File: src/rtl/vpu_regport_pkg.sv
package vpu_regport_pkg;

   typedef enum logic [2:0] {
      SLOT_CTRL = 3'd0,
      SLOT_STAT = 3'd2,
      SLOT_SCRL = 3'd5,
      SLOT_ADDR = 3'd6,
      SLOT_DATA = 3'd7
   } slot_e;

   typedef enum logic [1:0] {
      RK_NONE = 2'd0,
      RK_HOLD = 2'd1,
      RK_MEM  = 2'd2
   } rd_kind_e;

   localparam int CTRL_STEP_BIT = 2;
   localparam int CTRL_NMI_BIT  = 7;
   localparam int STAT_VBL_BIT  = 7;
   localparam int STAT_LOCK_BIT = 4;

endpackage

File: src/rtl/vpu_status.sv
module vpu_status
   import vpu_regport_pkg::*;
#(
   parameter int DW = 8
) (
   input  logic          clk,
   input  logic          rst_n,
   input  logic          vbl_set,
   input  logic          stat_rd,
   input  logic          nmi_en,
   input  logic          lock,
   output logic [DW-1:0] stat_byte,
   output logic          nmi
);

   logic vbl_q;

   generate
      if (DW <= STAT_VBL_BIT) begin : g_bad_dw
         $error("vpu_status: DW too narrow for the status layout");
      end
   endgenerate

   always_ff @(posedge clk) begin
      if (!rst_n) begin
         vbl_q <= 1'b0;
      end else if (vbl_set) begin
         vbl_q <= 1'b1;
      end else if (stat_rd) begin
         vbl_q <= 1'b0;
      end
   end

   always_comb begin
      stat_byte                = '0;
      stat_byte[STAT_VBL_BIT]  = vbl_q;
      stat_byte[STAT_LOCK_BIT] = lock;
   end

   assign nmi = vbl_q & nmi_en;

   AST_VBL_SET: assert property (@(posedge clk) disable iff (!rst_n)
      vbl_set |=> vbl_q);
   AST_VBL_CLR: assert property (@(posedge clk) disable iff (!rst_n)
      (stat_rd && !vbl_set) |=> !vbl_q);

endmodule

File: src/rtl/vpu_addr_scroll.sv
module vpu_addr_scroll #(
   parameter int AW       = 14,
   parameter int DW       = 8,
   parameter int ROW_STEP = 32
) (
   input  logic          clk,
   input  logic          rst_n,
   input  logic          wr_scrl,
   input  logic          wr_addr,
   input  logic          data_acc,
   input  logic          step_wide,
   input  logic          tog_clr,
   input  logic [DW-1:0] wdata,
   output logic [AW-1:0] addr,
   output logic [DW-1:0] scroll_x,
   output logic [DW-1:0] scroll_y,
   output logic          toggle
);

   localparam logic [AW-1:0] STEP_ONE  = AW'(1);
   localparam logic [AW-1:0] STEP_WIDE = AW'(ROW_STEP);

   logic [AW-1:0] step_amt;

   generate
      if (ROW_STEP <= 0 || ROW_STEP >= (1 << AW)) begin : g_bad_step
         $error("vpu_addr_scroll: ROW_STEP outside address range");
      end
      if ((ROW_STEP & (ROW_STEP - 1)) != 0) begin : g_bad_pow2
         $error("vpu_addr_scroll: ROW_STEP must be a power of two");
      end
   endgenerate

   assign step_amt = step_wide ? STEP_WIDE : STEP_ONE;

   always_ff @(posedge clk) begin
      if (!rst_n) begin
         toggle <= 1'b0;
      end else if (tog_clr) begin
         toggle <= 1'b0;
      end else if (wr_scrl || wr_addr) begin
         toggle <= ~toggle;
      end
   end

   always_ff @(posedge clk) begin
      if (!rst_n) begin
         scroll_x <= '0;
         scroll_y <= '0;
      end else if (wr_scrl) begin
         if (!toggle) scroll_x <= wdata;
         else         scroll_y <= wdata;
      end
   end

   always_ff @(posedge clk) begin
      if (!rst_n) begin
         addr <= '0;
      end else if (wr_addr) begin
         if (!toggle) addr <= AW'({wdata, addr[7:0]});
         else         addr <= {addr[AW-1:8], wdata};
      end else if (data_acc) begin
         addr <= addr + step_amt;
      end
   end

   AST_ADDR_STEP: assert property (@(posedge clk) disable iff (!rst_n)
      data_acc |=> addr == $past(addr + step_amt));
   AST_TOGGLE_RST: assert property (@(posedge clk) disable iff (!rst_n)
      tog_clr |=> !toggle);
   AST_HIGH_MASK: assert property (@(posedge clk) disable iff (!rst_n)
      (wr_addr && !toggle && !tog_clr) |=> addr[AW-1:8] == $past(wdata[AW-9:0]));

endmodule

File: src/rtl/vpu_read_path.sv
module vpu_read_path
   import vpu_regport_pkg::*;
#(
   parameter int            AW         = 14,
   parameter int            DW         = 8,
   parameter bit            PAL_BYPASS = 1'b1,
   parameter logic [AW-9:0] PAL_TAG    = '1
) (
   input  logic          clk,
   input  logic          rst_n,
   input  logic          rd_stat,
   input  logic          rd_data,
   input  logic [DW-1:0] stat_byte,
   input  logic [AW-1:0] addr,
   input  logic [DW-1:0] mem_rdata,
   output logic [DW-1:0] cpu_rdata
);

   rd_kind_e      kind_q;
   logic [DW-1:0] hold_q;
   logic [DW-1:0] buf_q;
   logic          pend_q;
   logic          pal_hit;
   logic [DW-1:0] buf_fwd;

   generate
      if (PAL_BYPASS) begin : g_pal
         assign pal_hit = (addr[AW-1:8] == PAL_TAG);
      end else begin : g_nopal
         assign pal_hit = 1'b0;
      end
   endgenerate

   assign buf_fwd = pend_q ? mem_rdata : buf_q;

   always_ff @(posedge clk) begin
      if (!rst_n) begin
         kind_q <= RK_NONE;
         hold_q <= '0;
         buf_q  <= '0;
         pend_q <= 1'b0;
      end else begin
         pend_q <= rd_data;
         if (pend_q) buf_q <= mem_rdata;
         if (rd_stat) begin
            kind_q <= RK_HOLD;
            hold_q <= stat_byte;
         end else if (rd_data) begin
            kind_q <= pal_hit ? RK_MEM : RK_HOLD;
            hold_q <= buf_fwd;
         end else begin
            kind_q <= RK_NONE;
         end
      end
   end

   always_comb begin
      unique case (kind_q)
         RK_MEM:  cpu_rdata = mem_rdata;
         RK_HOLD: cpu_rdata = hold_q;
         default: cpu_rdata = '0;
      endcase
   end

   AST_IDLE_ZERO: assert property (@(posedge clk) disable iff (!rst_n)
      (!rd_stat && !rd_data) |=> cpu_rdata == '0);

endmodule

File: src/rtl/vpu_regport.sv
module vpu_regport
   import vpu_regport_pkg::*;
#(
   parameter int AW         = 14,
   parameter int DW         = 8,
   parameter int ROW_STEP   = 32,
   parameter bit PAL_BYPASS = 1'b1
) (
   input  logic          clk,
   input  logic          rst_n,
   input  logic [2:0]    cpu_sel,
   input  logic          cpu_wr,
   input  logic          cpu_rd,
   input  logic [DW-1:0] cpu_wdata,
   output logic [DW-1:0] cpu_rdata,
   input  logic          vbl_start_i,
   input  logic          vram_lock_i,
   output logic          nmi_o,
   output logic [DW-1:0] ctrl_o,
   output logic [DW-1:0] scroll_x_o,
   output logic [DW-1:0] scroll_y_o,
   output logic [AW-1:0] mem_addr_o,
   output logic          mem_we_o,
   output logic          mem_re_o,
   output logic [DW-1:0] mem_wdata_o,
   input  logic [DW-1:0] mem_rdata_i
);

   generate
      if (DW != 8) begin : g_bad_dw
         $error("vpu_regport: data path must be 8 bits");
      end
      if (AW < 9 || AW > 16) begin : g_bad_aw
         $error("vpu_regport: AW must lie in 9..16");
      end
   endgenerate

   logic          wr_ctrl, wr_scrl, wr_addr, wr_data;
   logic          rd_stat, rd_data, data_acc;
   logic [DW-1:0] ctrl_q;
   logic [DW-1:0] stat_byte;
   logic [AW-1:0] vaddr;
   logic          toggle;

   assign wr_ctrl  = cpu_wr && (cpu_sel == SLOT_CTRL);
   assign wr_scrl  = cpu_wr && (cpu_sel == SLOT_SCRL);
   assign wr_addr  = cpu_wr && (cpu_sel == SLOT_ADDR);
   assign wr_data  = cpu_wr && (cpu_sel == SLOT_DATA);
   assign rd_stat  = cpu_rd && (cpu_sel == SLOT_STAT);
   assign rd_data  = cpu_rd && (cpu_sel == SLOT_DATA);
   assign data_acc = wr_data || rd_data;

   always_ff @(posedge clk) begin
      if (!rst_n)       ctrl_q <= '0;
      else if (wr_ctrl) ctrl_q <= cpu_wdata;
   end

   vpu_status #(.DW(DW)) status_i (
      .clk       (clk),
      .rst_n     (rst_n),
      .vbl_set   (vbl_start_i),
      .stat_rd   (rd_stat),
      .nmi_en    (ctrl_q[CTRL_NMI_BIT]),
      .lock      (vram_lock_i),
      .stat_byte (stat_byte),
      .nmi       (nmi_o)
   );

   vpu_addr_scroll #(.AW(AW), .DW(DW), .ROW_STEP(ROW_STEP)) addr_i (
      .clk       (clk),
      .rst_n     (rst_n),
      .wr_scrl   (wr_scrl),
      .wr_addr   (wr_addr),
      .data_acc  (data_acc),
      .step_wide (ctrl_q[CTRL_STEP_BIT]),
      .tog_clr   (rd_stat),
      .wdata     (cpu_wdata),
      .addr      (vaddr),
      .scroll_x  (scroll_x_o),
      .scroll_y  (scroll_y_o),
      .toggle    (toggle)
   );

   vpu_read_path #(.AW(AW), .DW(DW), .PAL_BYPASS(PAL_BYPASS)) rdp_i (
      .clk       (clk),
      .rst_n     (rst_n),
      .rd_stat   (rd_stat),
      .rd_data   (rd_data),
      .stat_byte (stat_byte),
      .addr      (vaddr),
      .mem_rdata (mem_rdata_i),
      .cpu_rdata (cpu_rdata)
   );

   assign ctrl_o      = ctrl_q;
   assign mem_addr_o  = vaddr;
   assign mem_we_o    = wr_data && !vram_lock_i;
   assign mem_re_o    = rd_data;
   assign mem_wdata_o = cpu_wdata;

   AST_NMI_CAUSE: assert property (@(posedge clk) disable iff (!rst_n)
      $rose(nmi_o) |-> ($past(vbl_start_i) || $past(wr_ctrl)));
   AST_LOCK_NO_WRITE: assert property (@(posedge clk) disable iff (!rst_n)
      vram_lock_i |-> !mem_we_o);
   AST_TOGGLE_SHARED: assert property (@(posedge clk) disable iff (!rst_n)
      (wr_scrl && !toggle) |=> toggle);

endmodule

File: config.mk
export PLATFORM = sky130hd
export DESIGN_NAME = vpu_regport
export DESIGN_NICKNAME = d
export VERILOG_FILES = /design/src/rtl/vpu_regport_pkg.sv /design/src/rtl/vpu_status.sv /design/src/rtl/vpu_addr_scroll.sv /design/src/rtl/vpu_read_path.sv /design/src/rtl/vpu_regport.sv
export SDC_FILE = /design/constraint.sdc
export NUM_CORES = 1
export LEC_CHECK = 0
export ABC_AREA = 1
export ABC_CLOCK_PERIOD_IN_PS = 1900
export BUFFER_PORTS_ARGS = -buffer_cell sky130_fd_sc_hd__buf_2
export CAP_MARGIN = 20
export CORE_MARGIN = 4
export CORE_UTILIZATION = 52
export DETAILED_ROUTE_END_ITERATION = 6
export GPL_TIMING_DRIVEN = 0
export HOLD_SLACK_MARGIN = 0.02
export PLACE_DENSITY = 0.8
export SETUP_SLACK_MARGIN = 0.02
export SYNTH_ARGS = -nofsm -noshare
export SYNTH_HDL_FRONTEND = slang
export SYNTH_SLANG_ARGS = --single-unit
File: constraint.sdc
create_clock -name clk -period 1.9 [get_ports clk]
set_input_delay 0.38 -clock clk [delete_from_list [all_inputs] [get_ports clk]]
set_output_delay 0.38 -clock clk [all_outputs]
set_load 0.05 [all_outputs]
## Word level (Yosys, flattened, before mapping)

Index checks and enable logic that the tools add are counted.

| storage, ports and cells | value |
|---|---|
| logic and storage cells | 60 |
| output and inout bits | 57 |
| input port bits | 25 |
| register bits | 59 |

| cells by class | value |
|---|---|
| bitwise operators | 4 |
| muxes and demuxes | 13 |
| reduce and logical (&&, ||, !) cells | 20 |
| equal/unequal tests | 9 |
| add/sub/neg operators | 1 |

Operators by type and width:

| cell | count |
|---|---|
| $mux 14 | 3 |
| $mux 8 | 3 |
| $pmux 8 s2 | 1 |
| $add 14x14->14 | 1 |
| $eq 3x3->1 const B | 3 |
| $reduce_and 2->1 | 4 |
| $logic_and 1x1->1 | 7 |
| $eq 6x6->1 const B | 1 |
| $mux 6 | 1 |
| $reduce_bool 2->1 | 3 |
| $mux 1 | 4 |
| $ne 2x2->1 const B | 2 |
| $eq 3x2->1 const B | 1 |
| $logic_not 3->1 | 1 |
| $not 1->1 | 3 |
| $reduce_or 3->1 | 1 |
| $eq 2x1->1 const B | 1 |
| $eq 2x2->1 const B | 1 |
| $logic_or 1x1->1 | 2 |
| $mux 2 | 1 |
| $reduce_or 2->1 | 1 |
| $and 1x1->1 | 1 |
| $logic_not 1->1 | 1 |

## Longest topological paths before layout

Gate-level depths: netlist of the first run.

| logic depth | value |
|---|---|
| depth in word-level cells | 5 |
| gate-level depth with buffers | 11 |
| mapped depth without buffers | 11 |

## By module

A second synthesis of the first run with hierarchy kept.

| second synthesis, totals | value |
|---|---|
| cell total of the unflattened synthesis | 472 |
| area total of the unflattened synthesis | 3215.6 um^2 |

Modules (own cells, without submodules):

| module | cells an instance | seq. area each (um^2) | times used | area an instance (um^2) |
|---|---|---|---|---|
| vpu_addr_scroll | 230 | 620.6 | 1 | 1630.3 |
| vpu_read_path | 152 | 380.4 | 1 | 947.2 |
| vpu_regport | 73 | 160.2 | 1 | 523.0 |
| vpu_status | 17 | 20.0 | 1 | 115.1 |

## Worst setup path after synthesis of the first run

OpenSTA, ideal clock, no wires.

| timing path | value |
|---|---|
| path type | register -> output |
| start | register rdp_i.kind_q[0] |
| end | output port cpu_rdata[0] |
| stages on the path, launching flop included | 5 |
| setup slack | -42 ps |
| buffers on the path | 1 |
| arrival | 1562 ps |
| cells stage by stage | dfxtp_1 -> inv_1 -> ha_1 -> clkbuf_1 -> a21oi_1 |

| on the way | value |
|---|---|
| longest elaborated chain between the ends | 2 |

RTL lines:

| what | RTL line | RTL |
|---|---|---|
| from (decl) | vpu_read_path.sv:19 | `rd_kind_e kind_q;` |
| from (signal assigned) | vpu_read_path.sv:49 | `kind_q <= pal_hit ? RK_MEM : RK_HOLD;` |
| $eq 2x1->1 or $eq 2x2->1 (tied branches) | vpu_read_path.sv:58 | `unique case (kind_q)` |
| $pmux 8 s2 * | vpu_read_path.sv:58 |  |
| to (decl) | vpu_regport.sv:15 | `output logic [DW-1:0] cpu_rdata,` |

Every way passes the cells marked *; elsewhere a longest branch is shown, timed or not.

## Worst setup path after layout of the first run

| timing path | value |
|---|---|
| start | register rdp_i.kind_q[0] |
| end | output port cpu_rdata[1] |

Same word-level chain as after synthesis.

==> impl_metrics.json, run 1 <==
{
  "finalHoldViolations": 0,
  "netlist_area_um2": 2880,
  "pin_count": 82,
  "grt_pass1_vias": 2804,
  "critPathMaxFanout": 8,
  "intPower_mw": 2.04,
  "synth_seq_area_share_pct": 41.0,
  "globalRouteOverflowTotal": 0,
  "fin_hold_ws_ns": 0.249,
  "antenna_found_initial": 0,
  "root_buffer": "clkbuf_8",
  "hpwl_um": 5710,
  "power.net_switching_uw": 836,
  "arrival_ns": 1.41,
  "fin_cells": 553,
  "synth_ff_type": "dfxtp_1",
  "syn_to_final_growth_pct": 25.9,
  "clockBufferDepth": 2,
  "switching_share_pct": 29.1,
  "synth_edf_count": 0,
  "grt_start_max_net_pins": 12,
  "p_comb_share_pct": 14.5,
  "hold_path.class": "input pin to register",
  "dp_cells": 540,
  "first_pass_iters": 4,
  "power_density_nw_per_um2": 792,
  "netlist.area_leader.share_pct": 41.0,
  "synth_top_family_by_area": "simple AND/OR/NAND/NOR gates",
  "grt_pass1_wl_um": 12600,
  "antennaDiodeCount": 0,
  "ys_async_sr_fraction_pct": 0,
  "crit_required_ns": 1.52,
  "clock_sinks": 59,
  "drtIter0Drc": 146,
  "outcome": "completed",
  "coreArea_um2": 5240,
  "ys_ff_latch": 59,
  "die_area_um2": 6790,
  "synth_fp_nets": 419,
  "nFillCells": 442,
  "synthAdderAreaFrac_pct": 2.17,
  "via_count": 2854,
  "critical_path_class": "register to output pin",
  "viasPerCell": 5.16,
  "synth-simple-area-share_pct": 25.9,
  "drv_cap": 0,
  "synth_compound_area_share_pct": 18.3,
  "synthMuxAreaShare_pct": 2.78,
  "setup_violations": 0,
  "fin_crit_sh_pct": 94.2,
  "cts_setup_buffers": 0,
  "drc_errors": 0,
  "grt_setup_unrepaired": "false",
  "portBuffers": 81,
  "syn_inst": 389,
  "cts_buffers": 9,
  "final_antenna_net_count": 0,
  "synth_common_cells": "nand2_1, dfxtp_1, nor2_1",
  "start_util_pct": 55.0,
  "cts.reportedPaths.clkPinSlew_ns": 0.07,
  "tritoncts": "yes",
  "cts_htree_levels": 3,
  "final_core_util_pct": 69.2,
  "gp_congestion": 0.863,
  "clock_skew_ns": 0.00741,
  "synth_cell_types": 37,
  "worst_pin_slew_ns": 0.468,
  "die_x_um": 82.4,
  "yosysTopAreaCell": "dfxtp_1",
  "slew_headroom_pct": 68.8,
  "yosysMostFrequentCell": "nand2_1",
  "num-nets-final": 508,
  "worstSkewPairLatency_ns": 0.34,
  "finalMaxSlewViolations": 0,
  "pwr-share-seq_pct": 45.6,
  "fin_crit_ns": 1.79,
  "synthTopCellsByArea": "dfxtp_1, nand2_1, nor2_1",
  "timing.fmax_ghz": 0.559,
  "cp-end-kind": "output pin",
  "wl_per_cell_um": 13.9,
  "wirelength_um": 7700,
  "power_leakage_nw": 1.65,
  "synth.avg_cell_area_um2": 7.40,
  "pwr-share-clk_pct": 39.8,
  "grt.total_usage_pct": 24.8,
  "yosysWarnings": 0,
  "fp-row-count": 26,
  "synth_xor_area_share_pct": 0,
  "ir_drop_mv": 0.577,
  "die_h_um": 82.4,
  "startpoint_type": "register",
  "drive_gt1_share_pct": 29.4
}
-- cells by family (layout without fill, tap and decap cells) --
family          Yosys count  count (layout)
flops                    59              59
fa+ha+maj                 5               5
compound gates           98              98
buf+inv                  59             153
mux                       8               8
simple gates            160             160
-- final cells by class --
cell class | count | area [um2] | share of cell area (%)
Sequential cell | 59 | 1180 | 32.6
Clock inverter | 6 | 65.1 | 1.80
Timing Repair Buffer | 81 | 425 | 11.7
Clock buffer | 10 | 138 | 3.80
Tap cell | 70 | 87.6 | 2.42
Buffer | 20 | 133 | 3.66
Inverter | 36 | 140 | 3.87
Multi-Input combinational cell | 271 | 1450 | 40.1
-- sequential cells by signal, summed over array words and instances (netlist names) --
name / flops
status_i.vbl_q: 1
ctrl_o: 8
addr_i.toggle: 1
rdp_i.kind_q: 2
addr_i.scroll_y: 8
addr_i.addr: 14
rdp_i.pend_q: 1
rdp_i.buf_q: 8
addr_i.scroll_x: 8
rdp_i.hold_q: 8
-- critical path: stages, from the launching register on --
cell     delay, ns
dfxtp_2       0.36
inv_1         0.07
ha_4          0.27
a21oi_1       0.15
buf_4         0.22
-- power groups by stage --
stage                     Combinational, mW  Sequential (mW)  Clock, mW
final                                 0.418             1.31       1.14
after global routing                  0.453             1.31       1.21
after CTS                             0.417             1.31       1.16
after detailed placement              0.414             1.34          0
after global placement                0.407             1.34          0
after floorplan                       0.202             1.42          0
-- through the flow --
step	instance area [um2]	setup TNS, ns	setup slack [ns]	power (mW)
detailed placement	3370	0	0.196	1.75
global route	3620	0	0.0481	2.98
finish	3620	0	0.111	2.87
CTS	3590	0	0.0322	2.88
floorplan	2880	-0.332	-0.0416	1.62
global placement	3370	0	0.204	1.74
-- timing repair --
action                     4_1_cts  5_1_grt
gates resized for setup          9        7
setup endpoints to repair        8       10
hold buffers                     0        0
-- final timing paths --
path	from	end	slack [ns]	cells past startpoint
min reg2reg	addr_i.scroll_x[4]	addr_i.scroll_x[4]	0.46	2
min	vbl_start_i	status_i.vbl_q	0.25	3
max reg2reg	ctrl_o[2]	addr_i.addr[8]	0.18	8
max	rdp_i.kind_q[0]	cpu_rdata[1]	0.11	4
-- layout by cell type (no fill, tap or decap), types with 2 or more instances in the layout --
| master | synthesis | routed |
|---|---|---|
| a21oi_1 | 42 | 41 |
| a21oi_2 | 1 | 2 |
| a31oi_1 | 3 | 3 |
| buf_2 | 4 | 77 |
| buf_4 | 11 | 19 |
| clkbuf_1 | 7 | 4 |
| clkbuf_8 | 0 | 10 |
| clkinv_2 | 0 | 2 |
| clkinv_4 | 0 | 2 |
| dfxtp_1 | 59 | 58 |
| ha_1 | 5 | 3 |
| ha_4 | 0 | 2 |
| inv_1 | 31 | 31 |
| inv_2 | 2 | 2 |
| inv_4 | 2 | 2 |
| mux2i_1 | 8 | 8 |
| nand2_1 | 66 | 66 |
| nand2_4 | 2 | 2 |
| nand3_1 | 16 | 16 |
| nand3_2 | 4 | 4 |
| nand4_1 | 2 | 2 |
| nor2_1 | 57 | 57 |
| nor2_4 | 4 | 4 |
| nor2_8 | 2 | 2 |
| o21ai_0 | 39 | 39 |
| o21ai_1 | 4 | 4 |
| o21ai_2 | 2 | 2 |
| or2_2 | 2 | 2 |
-- metal layers --
layer	vias to the layer above	routed length [um]	track usage, %
met3	16	512	4.66
met5	-	0	0
met4	0	175	12.5
met2	98	3830	43.4
met1	1294	3180	28.6
li1	1446	-	-
Note: power is estimated with default switching activity, not from simulation.
==> run 2, diff against run 1 <==
- ABC_CLOCK_PERIOD_IN_PS: 1900 -> 2100
- CORE_UTILIZATION: 52 -> 56
- CTS_BUF_LIST: default -> sky130_fd_sc_hd__clkbuf_4 sky130_fd_sc_hd__clkbuf_8 sky130_fd_sc_hd__clkbuf_16
- PLACE_DENSITY: 0.8 -> 0.85
- clock period: 1.9 -> 2.1 ns (I/O delays scaled with it)
==> impl_metrics.json, run 2 (synthesis results as in run 1) <==
{
  "ir_drop_mv": 0.552,
  "fin_cells": 549,
  "drc_errors": 0,
  "grt_pass1_wl_um": 13000,
  "worst_pin_slew_ns": 0.478,
  "coreArea_um2": 4850,
  "grt.total_usage_pct": 26.3,
  "antenna_found_initial": 0,
  "viasPerCell": 5.28,
  "timing.fmax_ghz": 0.510,
  "dp_cells": 537,
  "power_leakage_nw": 1.65,
  "first_pass_iters": 4,
  "power_density_nw_per_um2": 748,
  "cts_setup_buffers": 0,
  "layout_commonest_cell": "buf_2",
  "setup_violations": 0,
  "grt_start_max_net_pins": 11,
  "wl_per_cell_um": 14.0,
  "largest_reg_flops": 14,
  "startpoint_type": "register",
  "fin_crit_sh_pct": 93.4,
  "root_buffer": "clkbuf_8",
  "outcome": "completed",
  "power_mw": 2.68,
  "tritoncts": "yes",
  "arrival_ns": 1.54,
  "drive_gt1_share_pct": 28.0,
  "cts_htree_levels": 3,
  "pin_count": 82,
  "clock_sinks": 59,
  "die_area_um2": 6350,
  "grt_pass1_vias": 2919,
  "whs_path_depth": 3,
  "fin_crit_ns": 1.96,
  "clockBufferDepth": 2,
  "slew_headroom_pct": 68.1,
  "final_antenna_net_count": 0,
  "cp-end-kind": "output pin",
  "finalMaxSlewViolations": 0,
  "final_cell_mix": "buf_2, nand2_1, dfxtp_1",
  "grt_setup_unrepaired": "false",
  "portBuffers": 81,
  "cts.reportedPaths.clkPinSlew_ns": 0.07,
  "start_util_pct": 59.4,
  "tns_ns": 0,
  "hold_path.class": "input pin to register",
  "critical_path_class": "register to output pin",
  "largest-register": "addr_i.addr",
  "reg2reg_depth": 8,
  "wirelength_um": 7690,
  "gp_congestion": 0.891,
  "worstSkewPairLatency_ns": 0.34,
  "clock_skew_ns": 0.00503,
  "syn_to_final_growth_pct": 24.4,
  "finalHoldViolations": 0,
  "critPathMaxFanout": 8,
  "hpwl_um": 5740,
  "drtIter0Drc": 118,
  "via_count": 2901,
  "fin_ws_ns": 0.139,
  "antennaDiodeCount": 0,
  "drv_cap": 0,
  "fp-row-count": 25,
  "die_h_um": 79.7,
  "post-place-ws_ns": 0.306,
  "crit_required_ns": 1.68,
  "globalRouteOverflowTotal": 0,
  "cts_buffers": 9,
  "num-nets-final": 508,
  "die_x_um": 79.7
}
## run 2: cell count changes in the layout (fill, tap and decap cells not counted), moves of 2 or more
cell,change
buf_2,+2
buf_4,-8
clkbuf_4,+7
ha_1,+2
ha_4,-2
## run 2: what timing repair did
item                                    CTS  global route
hold endpoints to repair                  0             0
endpoints found under the setup margin    2             8
hold buffers                              0             0
resized for setup                         0             6
## run 2: per-layer routing
layer / track usage, % / wire [um]
met3: 3.84 / 490
met1: 30.3 / 3150
met2: 45.7 / 3810
met4: 15.5 / 234
met5: 0 / 0
## run 2: area by class of cell
class / count / area, um2
fillers: 397 / 1270
well taps: 67 / 83.8
repair buffers: 81 / 420
plain buffers: 20 / 133
clock inverters: 5 / 78.8
flip-flops and latches: 59 / 1180
inverters: 36 / 140
clock buffers: 10 / 131
multi-input cells: 271 / 1410
## run 2: metrics by stage
stage | area [um2] | hold slack, ns | util (%)
CTS | 3570 | 0.262 | 73.7
floorplan | 2880 | 0.450 | -
detailed placement | 3370 | 0.438 | 69.5
global placement | 3370 | 0.429 | 69.5
global route | 3580 | 0.286 | 73.9
finish | 3580 | 0.263 | 73.9
## run 2: report_power, final
part / leakage (nW) / internal (mW) / switching [mW]
logic: 1.06 / 0.107 / 0.268
clock network: 0.110 / 0.672 / 0.448
registers: 0.479 / 1.15 / 0.0307
total: 1.65 / 1.93 / 0.747
## run 2: critical path, stage by stage, from the launching register on
cell and delay [ns]:
dfxtp_1 0.33, inv_1 0.05, ha_1 0.39, a21oi_1 0.17, clkbuf_4 0.26
## run 2: final timing paths
kind | startpoint | slack [ns] | endpoint
worst min register to register | addr_i.scroll_x[2] | 0.45 | addr_i.scroll_x[2]
worst min-delay path | vbl_start_i | 0.26 | status_i.vbl_q
worst max-delay path | rdp_i.kind_q[0] | 0.14 | cpu_rdata[2]
worst max register to register | ctrl_o[2] | 0.38 | addr_i.addr[8]
